<file path="src/rtl/loadpanel_pkg.sv">
package loadpanel_pkg;

    localparam int DATA_W = 8;

    typedef struct packed {
        logic s1;
        logic s2;
        logic s3;
    } btn_state_t;

    typedef struct packed {
        logic              rdv;
        logic [DATA_W-1:0] val;
    } disp_state_t;

endpackage

</file>
<file path="src/rtl/loadpanel_btn.sv">
module loadpanel_btn (
    input  logic clk,
    input  logic rst_n,
    input  logic btn_raw,
    output logic press
);
    import loadpanel_pkg::*;

    btn_state_t st_d, st_q;

    always_comb begin
        st_d    = st_q;
        st_d.s1 = btn_raw;
        st_d.s2 = st_q.s1;
        st_d.s3 = st_q.s2;
    end

    always_ff @(posedge clk or negedge rst_n) begin
        if (!rst_n) st_q <= '0;
        else        st_q <= st_d;
    end

    assign press = st_q.s2 & ~st_q.s3;


    one_pulse_chk: assert property (@(posedge clk) disable iff (!rst_n)
        press |=> !press);

endmodule

</file>
<file path="src/rtl/loadpanel_seq.sv">
module loadpanel_seq #(
    parameter int ADDR_W  = 16,
    parameter bit MIN_MEM = 1'b0
) (
    input  logic              clk,
    input  logic              rst_n,
    input  logic              load_mode,
    input  logic              mem_protect,
    input  logic              press,
    input  logic [7:0]        sw_data,
    output logic [ADDR_W-1:0] mem_addr,
    output logic              mem_rd,
    output logic              mem_wr,
    output logic [7:0]        mem_wdata
);
    localparam int LOW_W = 8;
    localparam logic [ADDR_W-1:0] ONE = ADDR_W'(1);

    typedef struct packed {
        logic [ADDR_W-1:0] ptr;
    } seq_state_t;

    seq_state_t st_d, st_q;
    logic              dma;
    logic [ADDR_W-1:0] raw_addr;

    always_comb begin
        st_d     = st_q;
        dma      = load_mode & press;
        raw_addr = dma ? st_q.ptr : (st_q.ptr - ONE);
        if (!load_mode)
            st_d.ptr = '0;
        else if (dma)
            st_d.ptr = st_q.ptr + ONE;
    end

    always_ff @(posedge clk or negedge rst_n) begin
        if (!rst_n) st_q <= '0;
        else        st_q <= st_d;
    end

    generate
        if (MIN_MEM && (ADDR_W > LOW_W)) begin : g_min
            assign mem_addr = {{(ADDR_W-LOW_W){1'b0}}, raw_addr[LOW_W-1:0]};
        end else begin : g_full
            assign mem_addr = raw_addr;
        end
    endgenerate

    assign mem_rd    = load_mode & ~press;
    assign mem_wr    = dma & ~mem_protect;
    assign mem_wdata = sw_data;


    bus_exclusive_chk: assert property (@(posedge clk) disable iff (!rst_n)
        mem_rd |-> !mem_wr);

    ptr_step_chk: assert property (@(posedge clk) disable iff (!rst_n)
        (load_mode && press) |=> st_q.ptr == $past(st_q.ptr) + ONE);

    protect_no_write_chk: assert property (@(posedge clk) disable iff (!rst_n)
        mem_protect |-> !mem_wr);

    ptr_clear_chk: assert property (@(posedge clk) disable iff (!rst_n)
        !load_mode |=> st_q.ptr == '0);

endmodule

</file>
<file path="src/rtl/loadpanel_disp.sv">
module loadpanel_disp (
    input  logic       clk,
    input  logic       rst_n,
    input  logic       rd_issued,
    input  logic [7:0] rdata,
    output logic [7:0] disp
);
    import loadpanel_pkg::*;

    disp_state_t st_d, st_q;

    always_comb begin
        st_d     = st_q;
        st_d.rdv = rd_issued;
        if (st_q.rdv)
            st_d.val = rdata;
    end

    always_ff @(posedge clk or negedge rst_n) begin
        if (!rst_n) st_q <= '0;
        else        st_q <= st_d;
    end

    assign disp = st_q.val;


    disp_from_read_chk: assert property (@(posedge clk) disable iff (!rst_n)
        (st_q.val != $past(st_q.val)) |-> $past(st_q.rdv));

endmodule

</file>
<file path="src/rtl/loadpanel_dma.sv">
module loadpanel_dma #(
    parameter int ADDR_W  = 16,
    parameter bit MIN_MEM = 1'b0
) (
    input  logic              clk,
    input  logic              rst_n,
    input  logic              load_mode,
    input  logic              mem_protect,
    input  logic              btn_in,
    input  logic [7:0]        sw_data,
    output logic [ADDR_W-1:0] mem_addr,
    output logic              mem_rd,
    output logic              mem_wr,
    output logic [7:0]        mem_wdata,
    input  logic [7:0]        mem_rdata,
    output logic [7:0]        disp
);
    logic press;

    loadpanel_btn u_btn (
        .clk     (clk),
        .rst_n   (rst_n),
        .btn_raw (btn_in),
        .press   (press)
    );

    loadpanel_seq #(.ADDR_W(ADDR_W), .MIN_MEM(MIN_MEM)) u_seq (
        .clk         (clk),
        .rst_n       (rst_n),
        .load_mode   (load_mode),
        .mem_protect (mem_protect),
        .press       (press),
        .sw_data     (sw_data),
        .mem_addr    (mem_addr),
        .mem_rd      (mem_rd),
        .mem_wr      (mem_wr),
        .mem_wdata   (mem_wdata)
    );

    loadpanel_disp u_disp (
        .clk       (clk),
        .rst_n     (rst_n),
        .rd_issued (mem_rd),
        .rdata     (mem_rdata),
        .disp      (disp)
    );


    idle_bus_chk: assert property (@(posedge clk) disable iff (!rst_n)
        !load_mode |-> (!mem_rd && !mem_wr));

endmodule

</file>
<file path="config.mk">
export PLATFORM = sky130hd
export DESIGN_NAME = loadpanel_dma
export DESIGN_NICKNAME = d
export VERILOG_FILES = /design/src/rtl/loadpanel_pkg.sv /design/src/rtl/loadpanel_btn.sv /design/src/rtl/loadpanel_seq.sv /design/src/rtl/loadpanel_disp.sv /design/src/rtl/loadpanel_dma.sv
export SDC_FILE = /design/constraint.sdc
export NUM_CORES = 1
export LEC_CHECK = 0
export BUFFER_PORTS_ARGS = -buffer_cell sky130_fd_sc_hd__buf_2
export CAP_MARGIN = 20
export CORE_MARGIN = 10
export CORE_UTILIZATION = 30
export DETAILED_ROUTE_END_ITERATION = 7
export HOLD_SLACK_MARGIN = 0.08
export PLACE_DENSITY = 0.5
export SYNTH_ARGS = -nofsm -noshare
export SYNTH_HDL_FRONTEND = slang
export SYNTH_SLANG_ARGS = --single-unit
</file>
<file path="constraint.sdc">
create_clock -name clk -period 1.44 [get_ports clk]
set_input_delay 0.072 -clock clk [delete_from_list [all_inputs] [get_ports clk]]
set_output_delay 0.072 -clock clk [all_outputs]
set_load 0.01 [all_outputs]
</file>
**Word-level counts from Yosys, hierarchy flattened**

Cells that the tools add are included.

- Equal/unequal tests: 1
- Bitwise gates (word level): 7
- Add/subtract/negate cells: 2
- Muxes and demuxes: 3

Operator list:

| kind | count |
|---|---|
| $mux 16 | 3 |
| $add 16x1->16 const B | 1 |
| $sub 16x1->16 const B | 1 |
| $and 1x1->1 | 4 |
| $not 1->1 | 3 |
| $ne 2x1->1 const B | 1 |

- Input bits: 21
- Flip-flop bits (word level): 28
- Output and inout bits: 34
- Word-level logic and storage cells: 19

**Logic depth before layout (Yosys ltp)**

- Depth after elaboration: 5
- Depth in mapped cells: 5
- Depth with buffers taken out: 5

**Modules after synthesis**

A second synthesis with hierarchy kept.

- Cell total of the unflattened synthesis: 173
- Area total of the unflattened synthesis: 1,755.4 sq um

Modules (own cells, without submodules):

| module | sequential area each (sq um) | area an instance (sq um) | cells an instance | instances |
|---|---|---|---|---|
| loadpanel_seq | 400.4 | 1,249.9 | 143 | 1 |
| loadpanel_disp | 225.2 | 416.6 | 26 | 1 |
| loadpanel_btn | 75.1 | 88.8 | 4 | 1 |

**Least setup slack after synthesis**

Ideal clock, no wire load.

- Path type: flip-flop to output port
- Start point: register u_seq.st_q[2] in the netlist's numbering
- End point: output mem_addr[7]
- Path buffers: 1
- Setup slack: -0.099 ns
- Data required time: 1.368 ns
- Stages on the path, launching flop included: 6
- Arrival time: 1.467 ns
- Cell sequence: dfrtp_1 > buf_2 > nor2_4 > nand4_4 > or4_1 > xnor2_1

- Cells in the longest elaborated chain, start to end: 2

RTL lines:

| element | line | RTL |
|---|---|---|
| start, declared | loadpanel_seq.sv:23 | `seq_state_t st_d, st_q;` |
| start signal, assigned | loadpanel_seq.sv:39 | `else st_q <= st_d;` |
| $sub 16x1->16 | loadpanel_seq.sv:30 | `raw_addr = dma ? st_q.ptr : (st_q.ptr - ONE);` |
| $mux 16 | loadpanel_seq.sv:30 |  |
| end, declared | loadpanel_dma.sv:11 | `output logic [ADDR_W-1:0] mem_addr,` |

No other way between the ends.

**Final worst setup path**

- Start point: register u_seq.st_q[6] in the netlist's numbering
- End point: output mem_addr[15]

Same word-level chain as after synthesis.

==> results.md <==
Status:
- The run finished, with violations left.
- The checks that failed: negative setup slack.

Detailed routing:
- The pre-antenna-repair detailed-routing pass consisted of 4 iterations.
- Summing over every cut layer, the via total after detailed routing is 1408.
- The number of nets with antenna violations after routing is 0.
- The DRC violation count after routing is 0.
- For this block, the routed nets add up to 4520 microns of wire.
- The per-cell routed wire length is 14.2 microns.
- After detailed routing, the number of vias per cell comes to roughly 4.4.
- The initial detailed-routing violation count is 36.

Timing:
- The number of endpoints failing setup at the final stage is 23.
- The final hold slack is around 140 ps.
- The maximum operating frequency is 550 MHz.
- The measured slew at the worst slew-check pin is between 600 and 700 ps.
- The number of max-slew violations in the final report is 0.
- The hold violation total from the final report came to 0.
- The worst slew margin relative to its limit is a little under three fifths.
- In the finished design, the share of the clock period the worst path needs comes to 126%.
- Setup total negative slack on the finished layout was measured at -4390 ps.
- After layout, the minimum clock period comes to between 1500 and 2000 ps.
- Setup repair after global routing could not meet its margin everywhere.
- For the final database, setup skew stands at 2.89 ps.
- The worst setup slack after layout is -377 ps.

Yosys:
- The count of state elements after synthesis is 28.
- Summed over its instances, the top area cell type makes up about two fifths of the synthesized netlist area.
- The netlist uses 32 different library cells.
- The mapped netlist covers 1780 sq um.
- The largest total area in the synthesized netlist belongs to sky130_fd_sc_hd__dfrtp_1.
- Sequential cells were found to cover roughly two fifths of the synthesized design area.
- By area the synthesized netlist is led by sky130_fd_sc_hd__dfrtp_1, sky130_fd_sc_hd__xnor2_1, sky130_fd_sc_hd__buf_4.
- The number of nets in the synthesized netlist is 191.
- The mean cell area of the mapped netlist is 10.6 sq um.
- The number of warnings reported in the yosys synthesis log is 0.
- The count of mapped cells out of synthesis is 168.

Finish:
- The final core utilization is approximately 46%.
- The post-synthesis to final-layout area growth is 51.4%.
- The ratio of cells with drive above 1 in the final layout is a little under three fifths.
- The fill cell total of the finished layout is 527.
- Excluding fillers, the count of instances in the completed layout stands at 319.
- The top cell types in the final layout, fill and taps aside, are sky130_fd_sc_hd__buf_2, sky130_fd_sc_hd__buf_4, sky130_fd_sc_hd__dfrtp_1, sky130_fd_sc_hd__buf_6, sky130_fd_sc_hd__xor2_1.
- At the end of the flow, the number of nets in the layout was 268.
- The commonest non-fill, non-tap cell in the layout is sky130_fd_sc_hd__buf_2.
- The final antenna diode count is 0.

Floorplanning:
- The floorplan row count is 28.
- Once the floorplan was initialized, standard cells occupied 30.5% of the core.
- In this run the standard cell core region covers 5850 sq um.
- From bottom edge to top edge, the die measures 97.1 microns.
- The full die area is roughly 9400 sq um.
- From left edge to right edge, the die measures around 100 microns.
- For this design the top-level I/O count stands at 55.

Pwr:
- Overall power consumption after layout is estimated at between 2 and 2.5 mW.
- IR analysis of the VDD net gives a maximum drop of just over 0.5 mV.
- The reported leakage power is 1.32 nW.
- Power spread over the standard cell area amounts to 743 nW/um^2.

Clock tree:
- The clock-pin transition on the worst setup and hold timing paths is 100 ps.
- The tree is rooted in a sky130_fd_sc_hd__clkbuf_8.
- Buffers inserted during clock tree synthesis total 3.
- TritonCTS built the clock tree.
- CTS built an H-tree with a depth of 1.
- The deepest clock path buffer count is 2.
- The clock sink count is 28.
- The later pin in the worst-skew pair is clocked with a latency of 280 ps.

Global route:
- The met3 global-route usage is 4.05%.
- The number of antenna violations at the first check in global routing is 0.
- Entering global routing, the biggest net connects 29 pins.
- For met2 alone, demand over resource in global routing was 14.5%.
- After global routing, the most crowded layer is met2.
- The residual overflow from global routing is 0.
- The global-route wire length before repair is 7310 microns.
- The aggregate global-route resource usage is 9.11%.
- The met1 layer usage reported by global route is ~11%.
- The number of global-route vias before repair is roughly 1500.

Critical path:
- STA classifies the critical path endpoint as a primary output.
- The required arrival time at the worst endpoint is 1370 ps.
- Of all nets on the critical path, the largest fanout is 5.
- The critical path start-end classification is flop to primary output.
- STA classifies the critical path startpoint as a flop.
- For the worst setup path, the data arrival time is 1740 ps.

Place:
- The total half-perimeter wirelength after legalization and detailed placement is 3230 microns.
- Port buffering added 38 buffers.
- In this run, placement finished with an instance count of 293.
- The weighted congestion at the end of routability-driven global placement is roughly 0.75.

Run:
- Across the run, the number of max-cap violations was 0.

Min path:
- The worst min-delay path category is primary input to primary output.
==> metal layers <==
metal / share of wire [%] / vias up
li1: - / 695
met1: 45 / 667
met2: 48 / 44
met3: 7.1 / 2
met4: 0.33 / 0
met5: 0 / -
==> synth_stat cells <==
cell type                  instances
sky130_fd_sc_hd__nand4_4           2
sky130_fd_sc_hd__nand4b_1          1
sky130_fd_sc_hd__mux2_2            8
sky130_fd_sc_hd__nor2b_1           3
sky130_fd_sc_hd__nor3_2            2
sky130_fd_sc_hd__dfrtp_1          28
sky130_fd_sc_hd__xor2_1           12
sky130_fd_sc_hd__nor2_4            1
sky130_fd_sc_hd__nand3b_1          1
sky130_fd_sc_hd__nor2_1            8
sky130_fd_sc_hd__or3_1             1
sky130_fd_sc_hd__nand3_4           1
sky130_fd_sc_hd__mux2i_1           4
sky130_fd_sc_hd__ha_1              2
sky130_fd_sc_hd__inv_1             4
sky130_fd_sc_hd__nand2b_1          5
sky130_fd_sc_hd__nor4_4            4
sky130_fd_sc_hd__nand2_4           1
sky130_fd_sc_hd__or4_1             1
sky130_fd_sc_hd__buf_4            16
sky130_fd_sc_hd__nand4_1           3
sky130_fd_sc_hd__nor4_2            1
sky130_fd_sc_hd__buf_2             3
sky130_fd_sc_hd__nand2_1           9
sky130_fd_sc_hd__xnor2_1          14
sky130_fd_sc_hd__a21oi_1           2
sky130_fd_sc_hd__clkbuf_1          3
sky130_fd_sc_hd__nand3b_2          1
sky130_fd_sc_hd__and2_1           11
sky130_fd_sc_hd__buf_6             1
sky130_fd_sc_hd__nor3_1            9
sky130_fd_sc_hd__nand3_1           6
==> final timing paths <==
| path | from | end | slack [ps] | cells past startpoint |
|---|---|---|---|---|
| setup / recovery | u_seq.st_q[6]$_DFFE_PN0P_ | mem_addr[15] | -380 | 6 |
| hold / removal | sw_data[1] | mem_wdata[1] | 140 | 0 |
| setup reg to reg | u_btn.st_q[0]$_DFF_PN0_ | u_seq.st_q[8]$_DFFE_PN0P_ | -170 | 7 |
| hold reg to reg | u_btn.st_d[1]$_DFF_PN0_ | u_btn.st_d[0]$_DFF_PN0_ | 360 | 0 |
| max in group asynchronous | rst_n | u_seq.st_q[4]$_DFFE_PN0P_ | 620 | 2 |
| min in group asynchronous | rst_n | u_disp.disp[4]$_DFFE_PN0P_ | 350 | 2 |
==> metrics by stage <==
| step | worst slack, ps | instance area [sq um] |
|---|---|---|
| floorplan | -63.5 | 1820 |
| global placement | -77.0 | 2200 |
| detailed placement | -79.8 | 2200 |
| CTS | -418 | 2560 |
| global route | -524 | 2700 |
| finish | -377 | 2700 |
==> logic make-up after synthesis <==
| logic type | synth area share (%) |
|---|---|
| and+or+nand+nor | 29.0 |
| DFF | 39.3 |
| buffers and inverters | 9.68 |
| xor gates and xnor gates | 12.8 |
| muxes | 7.29 |
| AOI/OAI and AO/OA | 0.561 |
| adders and majority gates | 1.40 |
==> flip-flops by register name, summed over array words and instances, names as in the netlist <==
| signal | flops |
|---|---|
| u_disp.disp | 8 |
| u_btn.st_d | 2 |
| u_seq.st_q | 16 |
| u_btn.st_q | 1 |
| u_disp.st_q | 1 |
==> final cells by class <==
type	instances	area [sq um]	area share, %
multi-input combinational	113	1100	40.9
tap	75	93.8	3.47
clock inverter	1	30.0	1.11
timing repair buffer	95	713	26.4
sequential	28	703	26.0
clock buffer	3	41.3	1.53
inverter	4	15.0	0.556
==> worst max-delay path, stage by stage (launching register included) <==
cell and delay [ps]:
sky130_fd_sc_hd__dfrtp_1 420, sky130_fd_sc_hd__nor4_4 310, sky130_fd_sc_hd__buf_4 190, sky130_fd_sc_hd__nand2_8 70, sky130_fd_sc_hd__nor4_4 160, sky130_fd_sc_hd__xor2_1 160
sky130_fd_sc_hd__buf_2 150
==> repair_timing <==
item,CTS,global route
pin swaps,15,11
gates cloned,0,0
buffers inserted,5,13
setup endpoints to repair,25,28
resized for setup,35,21
hold buffers,10,0
endpoints found under the hold margin,37,0
==> where the power goes <==
group | switching, mW | internal [mW] | leakage (nW)
Combinational | 0.241 | 0.279 | 0.927
Clock | 0.267 | 0.373 | 0.0357
Sequential | 0.0232 | 0.825 | 0.360
Total | 0.531 | 1.48 | 1.32
No activity file was read; power rests on OpenSTA's default activity.
